===== config.mk =====
export PLATFORM = sky130hd
export DESIGN_NAME = upd_timebase
export DESIGN_NICKNAME = d
export VERILOG_FILES = /design/src/rtl/utb_pkg.sv /design/src/rtl/utb_shadow.sv /design/src/rtl/utb_regs.sv /design/src/rtl/utb_prescaler.sv /design/src/rtl/utb_counter.sv /design/src/rtl/utb_repeat.sv /design/src/rtl/upd_timebase.sv
export SDC_FILE = /design/constraint.sdc
export NUM_CORES = 1
export LEC_CHECK = 0
export BUFFER_PORTS_ARGS = -buffer_cell sky130_fd_sc_hd__buf_2
export CAP_MARGIN = 20
export CORE_ASPECT_RATIO = 1.25
export CORE_MARGIN = 2
export CORE_UTILIZATION = 60
export DETAILED_ROUTE_END_ITERATION = 12
export PLACE_DENSITY = 0.88
export SLEW_MARGIN = 20
export SYNTH_ARGS = -nofsm -noshare
export SYNTH_HDL_FRONTEND = slang
export SYNTH_SLANG_ARGS = --single-unit

===== constraint.sdc =====
create_clock -name clk -period 2.73 [get_ports clk]
set_clock_uncertainty 0.1 [all_clocks]
set_input_delay 0.546 -clock clk [delete_from_list [all_inputs] [get_ports clk]]
set_output_delay 0.546 -clock clk [all_outputs]
set_load 0.02 [all_outputs]

===== src/rtl/utb_pkg.sv =====
package utb_pkg;
  typedef enum logic [1:0] {
    REG_CTRL = 2'd0,
    REG_PSC  = 2'd1,
    REG_ARR  = 2'd2,
    REG_REP  = 2'd3
  } reg_sel_e;

  localparam int CTRL_EN_BIT  = 0;
  localparam int CTRL_SRC_BIT = 1;
  localparam int CTRL_UG_BIT  = 2;
endpackage


===== src/rtl/utb_shadow.sv =====
module utb_shadow #(
  parameter int W = 16,
  parameter logic [W-1:0] RST_VAL = '0
) (
  input  logic         clk,
  input  logic         rst_n,
  input  logic         wr,
  input  logic [W-1:0] wr_val,
  input  logic         load,
  output logic [W-1:0] pre_q,
  output logic [W-1:0] act_q
);
  always_ff @(posedge clk or negedge rst_n) begin
    if (!rst_n) begin
      pre_q <= RST_VAL;
      act_q <= RST_VAL;
    end else begin
      if (wr) pre_q <= wr_val;
      if (load) act_q <= pre_q;
    end
  end

  // a preload write without an update leaves the working copy unchanged
  a_r4_preload_only: assert property (@(posedge clk) disable iff (!rst_n)
    (wr && !load) |=> $stable(act_q));
endmodule


===== src/rtl/utb_regs.sv =====
module utb_regs
  import utb_pkg::*;
#(
  parameter int DATA_W = 16,
  parameter int PSC_W  = 16,
  parameter int CNT_W  = 16,
  parameter int REP_W  = 8
) (
  input  logic              clk,
  input  logic              rst_n,
  input  logic              wr_en,
  input  logic [1:0]        wr_addr,
  input  logic [DATA_W-1:0] wr_data,
  input  logic              uev,
  output logic              en_q,
  output logic              sw_ug,
  output logic              src_cnt_only,
  output logic [PSC_W-1:0]  psc_act,
  output logic [CNT_W-1:0]  arr_act,
  output logic [REP_W-1:0]  rep_pre
);
  localparam logic [CNT_W-1:0] ARR_RST = '1;

  logic ctrl_wr, psc_wr, arr_wr, rep_wr;
  logic [PSC_W-1:0] psc_pre_unused;
  logic [CNT_W-1:0] arr_pre_unused;
  logic [REP_W-1:0] rep_act_unused;

  assign ctrl_wr      = wr_en && (wr_addr == REG_CTRL);
  assign psc_wr       = wr_en && (wr_addr == REG_PSC);
  assign arr_wr       = wr_en && (wr_addr == REG_ARR);
  assign rep_wr       = wr_en && (wr_addr == REG_REP);
  assign sw_ug        = ctrl_wr && wr_data[CTRL_UG_BIT];
  assign src_cnt_only = wr_data[CTRL_SRC_BIT];

  always_ff @(posedge clk or negedge rst_n) begin
    if (!rst_n) en_q <= 1'b0;
    else if (ctrl_wr) en_q <= wr_data[CTRL_EN_BIT];
  end

  utb_shadow #(.W(PSC_W), .RST_VAL('0)) u_psc (
    .clk(clk), .rst_n(rst_n), .wr(psc_wr), .wr_val(wr_data[PSC_W-1:0]),
    .load(uev), .pre_q(psc_pre_unused), .act_q(psc_act));

  utb_shadow #(.W(CNT_W), .RST_VAL(ARR_RST)) u_arr (
    .clk(clk), .rst_n(rst_n), .wr(arr_wr), .wr_val(wr_data[CNT_W-1:0]),
    .load(uev), .pre_q(arr_pre_unused), .act_q(arr_act));

  // repetition: only the preload is consumed; the down-counter is its working copy
  utb_shadow #(.W(REP_W), .RST_VAL('0)) u_rep (
    .clk(clk), .rst_n(rst_n), .wr(rep_wr), .wr_val(wr_data[REP_W-1:0]),
    .load(1'b0), .pre_q(rep_pre), .act_q(rep_act_unused));

  // counting disabled right after reset until a control write
  a_r1_en_reset: assert property (@(posedge clk) disable iff (!rst_n)
    !ctrl_wr |=> (en_q == $past(en_q)));
endmodule


===== src/rtl/utb_prescaler.sv =====
module utb_prescaler #(
  parameter int PSC_W = 16
) (
  input  logic             clk,
  input  logic             rst_n,
  input  logic             en,
  input  logic             sw_ug,
  input  logic [PSC_W-1:0] psc_act,
  output logic             tick
);
  localparam logic [PSC_W-1:0] ONE = PSC_W'(1);
  logic [PSC_W-1:0] pc_q;

  assign tick = en && !sw_ug && (pc_q == psc_act);

  always_ff @(posedge clk or negedge rst_n) begin
    if (!rst_n) pc_q <= '0;
    else if (sw_ug) pc_q <= '0;
    else if (en) pc_q <= (pc_q == psc_act) ? '0 : pc_q + ONE;
  end

  // the prescaler count never passes the working ratio
  a_r3_pc_in_range: assert property (@(posedge clk) disable iff (!rst_n)
    pc_q <= psc_act);
endmodule


===== src/rtl/utb_counter.sv =====
module utb_counter #(
  parameter int CNT_W = 16
) (
  input  logic             clk,
  input  logic             rst_n,
  input  logic             en,
  input  logic             tick,
  input  logic             sw_ug,
  input  logic [CNT_W-1:0] arr_act,
  output logic             ovf,
  output logic [CNT_W-1:0] cnt_q
);
  localparam logic [CNT_W-1:0] ONE = CNT_W'(1);

  assign ovf = tick && (cnt_q == arr_act);

  always_ff @(posedge clk or negedge rst_n) begin
    if (!rst_n) cnt_q <= '0;
    else if (sw_ug) cnt_q <= '0;
    else if (tick) cnt_q <= (cnt_q == arr_act) ? '0 : cnt_q + ONE;
  end

  // the counter stays within 0..limit
  a_r2_cnt_bounded: assert property (@(posedge clk) disable iff (!rst_n)
    cnt_q <= arr_act);
  // disabled and no software update means the count holds
  a_r10_hold: assert property (@(posedge clk) disable iff (!rst_n)
    (!en && !sw_ug) |=> $stable(cnt_q));
endmodule


===== src/rtl/utb_repeat.sv =====
module utb_repeat #(
  parameter int REP_W = 8
) (
  input  logic             clk,
  input  logic             rst_n,
  input  logic             ovf,
  input  logic             sw_ug,
  input  logic             src_cnt_only,
  input  logic [REP_W-1:0] rep_pre,
  output logic             uev,
  output logic             req_fire
);
  localparam logic [REP_W-1:0] ONE = REP_W'(1);
  logic [REP_W-1:0] rep_q;
  logic wrap_upd;

  assign wrap_upd = ovf && (rep_q == '0);
  assign uev      = sw_ug || wrap_upd;
  assign req_fire = wrap_upd || (sw_ug && !src_cnt_only);

  always_ff @(posedge clk or negedge rst_n) begin
    if (!rst_n) rep_q <= '0;
    else if (uev) rep_q <= rep_pre;
    else if (ovf) rep_q <= rep_q - ONE;
  end

  // a wrap with repetitions left only decrements the down-counter
  a_r9_rep_dec: assert property (@(posedge clk) disable iff (!rst_n)
    (ovf && !sw_ug && rep_q != '0) |=> (rep_q == $past(rep_q) - ONE));
endmodule


===== src/rtl/upd_timebase.sv =====
module upd_timebase
  import utb_pkg::*;
#(
  parameter int DATA_W = 16,
  parameter int PSC_W  = 16,
  parameter int CNT_W  = 16,
  parameter int REP_W  = 8
) (
  input  logic              clk,
  input  logic              rst_n,
  input  logic              wr_en,
  input  logic [1:0]        wr_addr,
  input  logic [DATA_W-1:0] wr_data,
  output logic [CNT_W-1:0]  cnt_o,
  output logic              upd_evt_o,
  output logic              upd_req_o
);
  logic en, sw_ug, src_cnt_only, tick, ovf, uev, req_fire;
  logic [PSC_W-1:0] psc_act;
  logic [CNT_W-1:0] arr_act;
  logic [REP_W-1:0] rep_pre;

  utb_regs #(.DATA_W(DATA_W), .PSC_W(PSC_W), .CNT_W(CNT_W), .REP_W(REP_W)) u_regs (
    .clk(clk), .rst_n(rst_n), .wr_en(wr_en), .wr_addr(wr_addr), .wr_data(wr_data),
    .uev(uev), .en_q(en), .sw_ug(sw_ug), .src_cnt_only(src_cnt_only),
    .psc_act(psc_act), .arr_act(arr_act), .rep_pre(rep_pre));

  utb_prescaler #(.PSC_W(PSC_W)) u_psc (
    .clk(clk), .rst_n(rst_n), .en(en), .sw_ug(sw_ug), .psc_act(psc_act), .tick(tick));

  utb_counter #(.CNT_W(CNT_W)) u_cnt (
    .clk(clk), .rst_n(rst_n), .en(en), .tick(tick), .sw_ug(sw_ug),
    .arr_act(arr_act), .ovf(ovf), .cnt_q(cnt_o));

  utb_repeat #(.REP_W(REP_W)) u_rep (
    .clk(clk), .rst_n(rst_n), .ovf(ovf), .sw_ug(sw_ug), .src_cnt_only(src_cnt_only),
    .rep_pre(rep_pre), .uev(uev), .req_fire(req_fire));

  always_ff @(posedge clk or negedge rst_n) begin
    if (!rst_n) begin
      upd_evt_o <= 1'b0;
      upd_req_o <= 1'b0;
    end else begin
      upd_evt_o <= uev;
      upd_req_o <= req_fire;
    end
  end

  // a request never appears without an event
  a_r11_req_has_evt: assert property (@(posedge clk) disable iff (!rst_n)
    upd_req_o |-> upd_evt_o);
  // software update clears the counter and flags an event
  a_r5_ug_clears: assert property (@(posedge clk) disable iff (!rst_n)
    sw_ug |=> (cnt_o == '0 && upd_evt_o));
  // counter-only source keeps a software update silent
  a_r6_silent_ug: assert property (@(posedge clk) disable iff (!rst_n)
    (sw_ug && src_cnt_only) |=> !upd_req_o);
  // any-event source lets the software update raise the request
  a_r7_loud_ug: assert property (@(posedge clk) disable iff (!rst_n)
    (sw_ug && !src_cnt_only) |=> upd_req_o);
endmodule


# After elaboration in Yosys (flattened, before gate mapping)
# Cells that the tools add are included.
[word_totals]
reg_bits = 115
input_bits = 21
out_inout_bits = 18
[op_classes]
n_addsub = 3
n_reduce_logical = 19
mux = 8
eq_ne = 5
[op_table]
columns = ["cell", "count"]
rows = [
  ["$mux 16", 6],
  ["$add 16x1->16 const B", 2],
  ["$eq 16x16->1", 2],
  ["$mux 8", 2],
  ["$logic_and 1x1->1", 10],
  ["$logic_not 8->1", 1],
  ["$sub 8x1->8 const B", 1],
  ["$reduce_bool 2->1", 3],
  ["$eq 2x2->1 const B", 2],
  ["$eq 2x1->1 const B", 1],
  ["$logic_not 1->1", 2],
  ["$logic_not 2->1", 1],
  ["$logic_or 1x1->1", 2],
]

# Logic depth before layout (Yosys ltp)
[logic_depth]
depth_word = 10
mapped_depth = 9
mapped_depth_nobuf = 7

# Modules after synthesis
# From an unflattened synthesis, not the netlist that was laid out.
[unflattened]
cells_unflattened = 483
hier_area_um2 = 6219.7
[modules_own_cells]
columns = ["module", "instances", "area_each_um2", "cells_per_inst"]
rows = [
  ["utb_shadow (u_regs.u_arr)", 1, 1338.8, 68],
  ["utb_shadow (u_regs.u_psc)", 1, 1298.7, 68],
  ["utb_prescaler", 1, 1217.4, 146],
  ["utb_counter", 1, 1049.8, 104],
  ["utb_shadow (u_regs.u_rep)", 1, 663.1, 34],
  ["utb_repeat", 1, 505.5, 51],
  ["utb_regs", 1, 96.3, 10],
  ["upd_timebase", 1, 50.0, 2],
]

# Worst setup path after synthesis
# Ideal clock, no wire load.
[synth_path]
path_kind = "flip-flop to flip-flop"
start = "register u_cnt.cnt_q[9]"
end = "register u_regs.u_psc.act_q[0]"
slack_ns = 0.295
t_arrival_ns = 2.210
n_path_buf = 2
stages_incl_launch_ff = 9
setup_ns = 0.125
path_cell_list = "dfrtp_1 > xnor2_1 > nand4_1 > nor4_4 > nand4_1 > and2_1 > buf_6 > buf_6 > mux2_4"
[synth_between]
elab_chain_cells = 4
[synth_rtl]
columns = ["element", "line", "text"]
rows = [
  ["from (decl)", "utb_counter.sv:11", "output logic [CNT_W-1:0] cnt_q"],
  ["from (signal assigned)", "utb_counter.sv:20", "else if (tick) cnt_q <= (cnt_q == arr_act) ? '0 : cnt_q + ONE;"],
  ["$eq 16x16->1", "utb_counter.sv:15", "assign ovf = tick && (cnt_q == arr_act);"],
  ["$logic_and 1x1->1", "utb_counter.sv:15", ""],
  ["$logic_and 1x1->1", "utb_repeat.sv:17", "assign wrap_upd = ovf && (rep_q == '0);"],
  ["$logic_or 1x1->1", "utb_repeat.sv:18", "assign uev = sw_ug || wrap_upd;"],
  ["to (signal assigned)", "utb_shadow.sv:19", "if (load) act_q <= pre_q;"],
  ["to (decl)", "utb_shadow.sv:11", "output logic [W-1:0] act_q"],
]
# Every way passes these cells.
# A chain may end at the register's enable or synchronous reset.

# Worst setup path in the final report
[layout_path]
start = "register u_psc.pc_q[11]"
end = "register u_cnt.cnt_q[5]"
[layout_between]
elab_chain_cells = 3
[layout_rtl]
columns = ["element", "line", "text"]
rows = [
  ["from (decl)", "utb_prescaler.sv:12", "logic [PSC_W-1:0] pc_q;"],
  ["from (signal assigned)", "utb_prescaler.sv:19", "else if (en) pc_q <= (pc_q == psc_act) ? '0 : pc_q + ONE;"],
  ["$eq 16x16->1", "utb_prescaler.sv:14", "assign tick = en && !sw_ug && (pc_q == psc_act);"],
  ["$logic_and 1x1->1", "utb_prescaler.sv:14", ""],
  ["$reduce_bool 2->1 (no line)", "n/a", ""],
]
# Every way passes these cells.

==> implementation parameters <==
Parameter                              Value

Synth
  Synth Net Count ... 473
  Yosys warns ... 0
  Post-synth EDFFs ... 0
  Most frequently used cell type in the post-synthesis netlist ... sky130_fd_sc_hd__dfrtp_1
  Top_reg_cell synth ... sky130_fd_sc_hd__dfrtp_1
  Post-synthesis cell type count ... between 40 and 50
  Fraction of registers with async set/reset ... 100%
  Top post-synthesis cells by area ... sky130_fd_sc_hd__dfrtp_1 38%, sky130_fd_sc_hd__dfstp_2 15%, sky130_fd_sc_hd__mux2_2 12%
  Top cells by instance count after synthesis ... 83 x sky130_fd_sc_hd__dfrtp_1, 59 x sky130_fd_sc_hd__mux2_2, 35 x sky130_fd_sc_hd__xnor2_1, 32 x sky130_fd_sc_hd__dfstp_2, 26 x sky130_fd_sc_hd__nand2_1
  Netlist Area Pre-Place ... 0.00550 mm²
  Yosys top cell by area ... sky130_fd_sc_hd__dfrtp_1
  Proportion of synthesized chip area in sequential cells ... 53.0%
  Syn Inst Count ... around 450
  Area share of the largest cell type after synthesis ... 37.7%
  Post-synthesis average cell area ... approximately 12 µm²
  Flop and latch count out of synthesis ... 115

Final layout
  Count of placed standard cells in the final layout, fillers left out ... 642
  Area used by sequential logic in the layout ... 0.00292 mm²
  Diode insertion count for antenna repair ... 0
  Fill cell count ... 568
  Final Cell Area ... between 0.006 and 0.007 mm²
  Multi-input logic area ... ~0.0025 mm²
  Area Overhead vs Synth ... 19.1%
  Util after Layout ... 72.6%
  Layout Nets ... 530
  Fraction of layout cells with a size suffix above 1 ... 38.7%

Timing
  Final critical-path setup slack ... 0.116 ns
  RSZ-0062 raised after global routing ... no
  Final-layout setup total negative slack ... 0 ns
  Slew at the pin with the worst max-slew slack ... roughly 0.96 ns
  Slew headroom ... approximately 36%
  Period utilisation layout ... 95.8%
  Max-slew violation total from the final report ... 0
  Final hold vios ... 0
  Highest clock rate ... 0.383 GHz
  Post-layout minimum cycle time ... 2.61 ns
  Finish-stage setup viols ... 0

Worst setup path
  Category of the most critical setup path ... reg -> reg
  Required time worst endpoint ... around 3.0 ns
  Critical path data arrival time ... 2.84 ns
  Kind of end point of the critical path ... flip-flop
  Worst setup SP type ... flip-flop
  Worst r2r src ... u_psc.pc_q[11]$_DFFE_PN0P_
  Top fanout value on the critical path ... 10
  Worst setup path startpoint ... u_psc.pc_q[11]$_DFFE_PN0P_

Pwr
  Fraction of power spent switching nets ... between 20% and 30%
  Proportion of power drawn by combinational gates ... 16.6%
  Net switching power of the design ... 1.54 mW
  Static Leakage ... 2.95 nW
  Maximum ir drop on the vdd rail ... 623 µV
  Clock power frac ... between 40% and 50%
  P per Cell Area ... 892 mW/mm²
  P_int ... ~4.3 mW
  Sequential cell fraction of total power ... 42.2%

Run
  Number of maximum-capacitance constraint violations ... 0

Clocking
  Sink Count ... 115
  TritonCTS buffer count ... 17
  Number of post-CTS setup repair buffers ... 0
  Clk root buf ... sky130_fd_sc_hd__clkbuf_16
  Clock buffer depth ... 2
  Clock-pin slew of the registers on the worst-case setup and hold paths ... 0.05 ns
  Source-to-sink clock delay at the later pin of the worst-skew pair ... 0.41 ns
  Total number of H-tree levels ... 4
  CTS tree ... yes

Drt
  Vias after detailed routing ... approximately 4000
  Overall routed net length ... ~14 mm
  DRC violations left ... 0
  Final routed wire length divided by cell count ... 21.3 µm
  Iteration count of the initial detailed-routing pass ... 5
  DR iter-0 viols ... 274
  Number of vias per cell ... 6.23
  Number of antenna-violating nets in the routed design ... 0

Placement
  Area after DPL ... 0.00591 mm²
  Placer congestion estimate ... just under 0.9
  Port-buffer cells ... 38
  Post-detailed-placement half-perimeter wirelength ... 8.50 mm
  Setup slack at placement ... roughly 0.16 ns
  Dpl cells ... between 600 and 700

Global routing
  Pin count of the biggest net entering global routing ... 70
  GR Overflow Total ... 0
  GR Layer Usage met3 ... 7.37%
  Most heavily used metal layer in global routing ... met2
  First-pass GRT wire length ... around 22 mm
  Global-route track usage on met1 ... 37.3%
  Antenna violations before repair ... 0
  GRT Util Overall ... a little under a third
  Vias in the first global route ... 4245
  Global-route met2 utilization ... between 40% and 50%

Floorplanning
  Initial core utilization ... a little over 60%
  Die Footprint ... 0.00996 mm²
  Floorplan Core Area ... about 0.009 mm²
  Chip height ... roughly 110 µm
  Io pins ... 39
  Std-Cell Rows ... 39
  Horizontal die dimension ... 89.7 µm

Hold path
  Type of the most critical hold path ... in -> reg
  Startpoint of the worst hold path ... wr_data[12]

Outcome
  Run status ... completed
## cell families (layout without fill, tap and decap cells)
group / count (synthesis) / after routing / share of synthesized area (%)
compound gates: 71 / 71 / 8.55
xor+xnor: 42 / 42 / 6.68
fa+ha+maj: 3 / 3 / 0.682
buf+inv: 23 / 93 / 2.05
flops: 115 / 115 / 53.0
mux: 74 / 74 / 16.1
simple gates: 121 / 121 / 12.9
## worst max-delay path: stages, from the launching register on
cell	delay [ns]
sky130_fd_sc_hd__dfrtp_1	0.43
sky130_fd_sc_hd__xnor2_1	0.21
sky130_fd_sc_hd__nand4_1	0.22
sky130_fd_sc_hd__nor4_4	0.38
sky130_fd_sc_hd__buf_4	0.24
sky130_fd_sc_hd__nand3b_2	0.21
sky130_fd_sc_hd__or4_1	0.55
sky130_fd_sc_hd__a21oi_1	0.19
## per-layer routing
metal | vias to the layer above | share of wire, % | wire, µm
li1 | 1730 | - | -
met1 | 2004 | 37 | 5030
met2 | 200 | 53 | 7190
met3 | 65 | 6.2 | 851
met4 | 0 | 4.4 | 597
met5 | - | 0 | 0
## layout make-up
| type | instances | area share (%) |
|---|---|---|
| sequential | 115 | 44.5 |
| clock buffer | 20 | 6.82 |
| inverter | 6 | 0.344 |
| clock inverter | 12 | 2.83 |
| multi-input combinational | 311 | 37.8 |
| tap | 123 | 2.35 |
| timing repair buffer | 55 | 5.31 |
## registers in the layout, indices dropped and copies added (netlist names)
| register | cells |
|---|---|
| u_regs.u_arr.act_q | 16 |
| u_cnt.cnt_q | 16 |
| upd_evt_o | 1 |
| upd_req_o | 1 |
| u_regs.u_psc.pre_q | 16 |
| u_rep.rep_q | 8 |
| u_regs.u_rep.pre_q | 8 |
| u_regs.u_psc.act_q | 16 |
| u_regs.u_arr.pre_q | 16 |
| u_regs.en_q | 1 |
| u_psc.pc_q | 16 |
## stage by stage
step / power (mW) / hold WS [ns]
floorplan: 3.06 / 0.150
global placement: 3.30 / 0.331
detailed placement: 3.39 / 0.335
CTS: 5.84 / 0.273
global route: 6.04 / 0.284
finish: 5.84 / 0.283
## path summary, 6_finish.rpt
check | cells after the start | to | slack, ns
min reg2reg | 1 | u_regs.u_psc.pre_q[12]$_DFFE_PN0P_ | 0.41
max reg2reg | 7 | u_cnt.cnt_q[5]$_DFFE_PN0P_ | 0.12
max in group asynchronous | 3 | u_regs.u_arr.act_q[4]$_DFFE_PN1P_ | 1.36
max | 7 | u_cnt.cnt_q[5]$_DFFE_PN0P_ | 0.12
min | 2 | u_regs.u_arr.pre_q[12]$_DFFE_PN1P_ | 0.28
min in group asynchronous | 2 | u_regs.u_psc.act_q[2]$_DFFE_PN0P_ | 0.45
## layout by cell type, fill, tap and decap left out, types with 14 or more instances in the layout
cell type | Yosys | layout
sky130_fd_sc_hd__buf_2 | 3 | 37
sky130_fd_sc_hd__buf_4 | 0 | 15
sky130_fd_sc_hd__clkbuf_16 | 0 | 17
sky130_fd_sc_hd__dfrtp_1 | 83 | 83
sky130_fd_sc_hd__dfstp_2 | 32 | 32
sky130_fd_sc_hd__mux2_2 | 59 | 59
sky130_fd_sc_hd__mux2_4 | 14 | 14
sky130_fd_sc_hd__nand2_1 | 26 | 26
sky130_fd_sc_hd__o21ai_0 | 25 | 25
sky130_fd_sc_hd__xnor2_1 | 35 | 35
## what timing repair did
item,4_1_cts,5_1_grt
endpoints found under the hold margin,15,0
resized for setup,0,1
hold buffers,1,0
setup endpoints to repair,0,2
## power groups by stage
stage / registers, mW / logic (mW) / clock network, mW
finish: 2.47 / 0.973 / 2.40
global route: 2.50 / 1.05 / 2.49
CTS: 2.46 / 0.971 / 2.42
detailed placement: 2.46 / 0.927 / 0
global placement: 2.44 / 0.864 / 0
floorplan: 2.36 / 0.698 / 0
No activity file was read; power rests on OpenSTA's default activity.
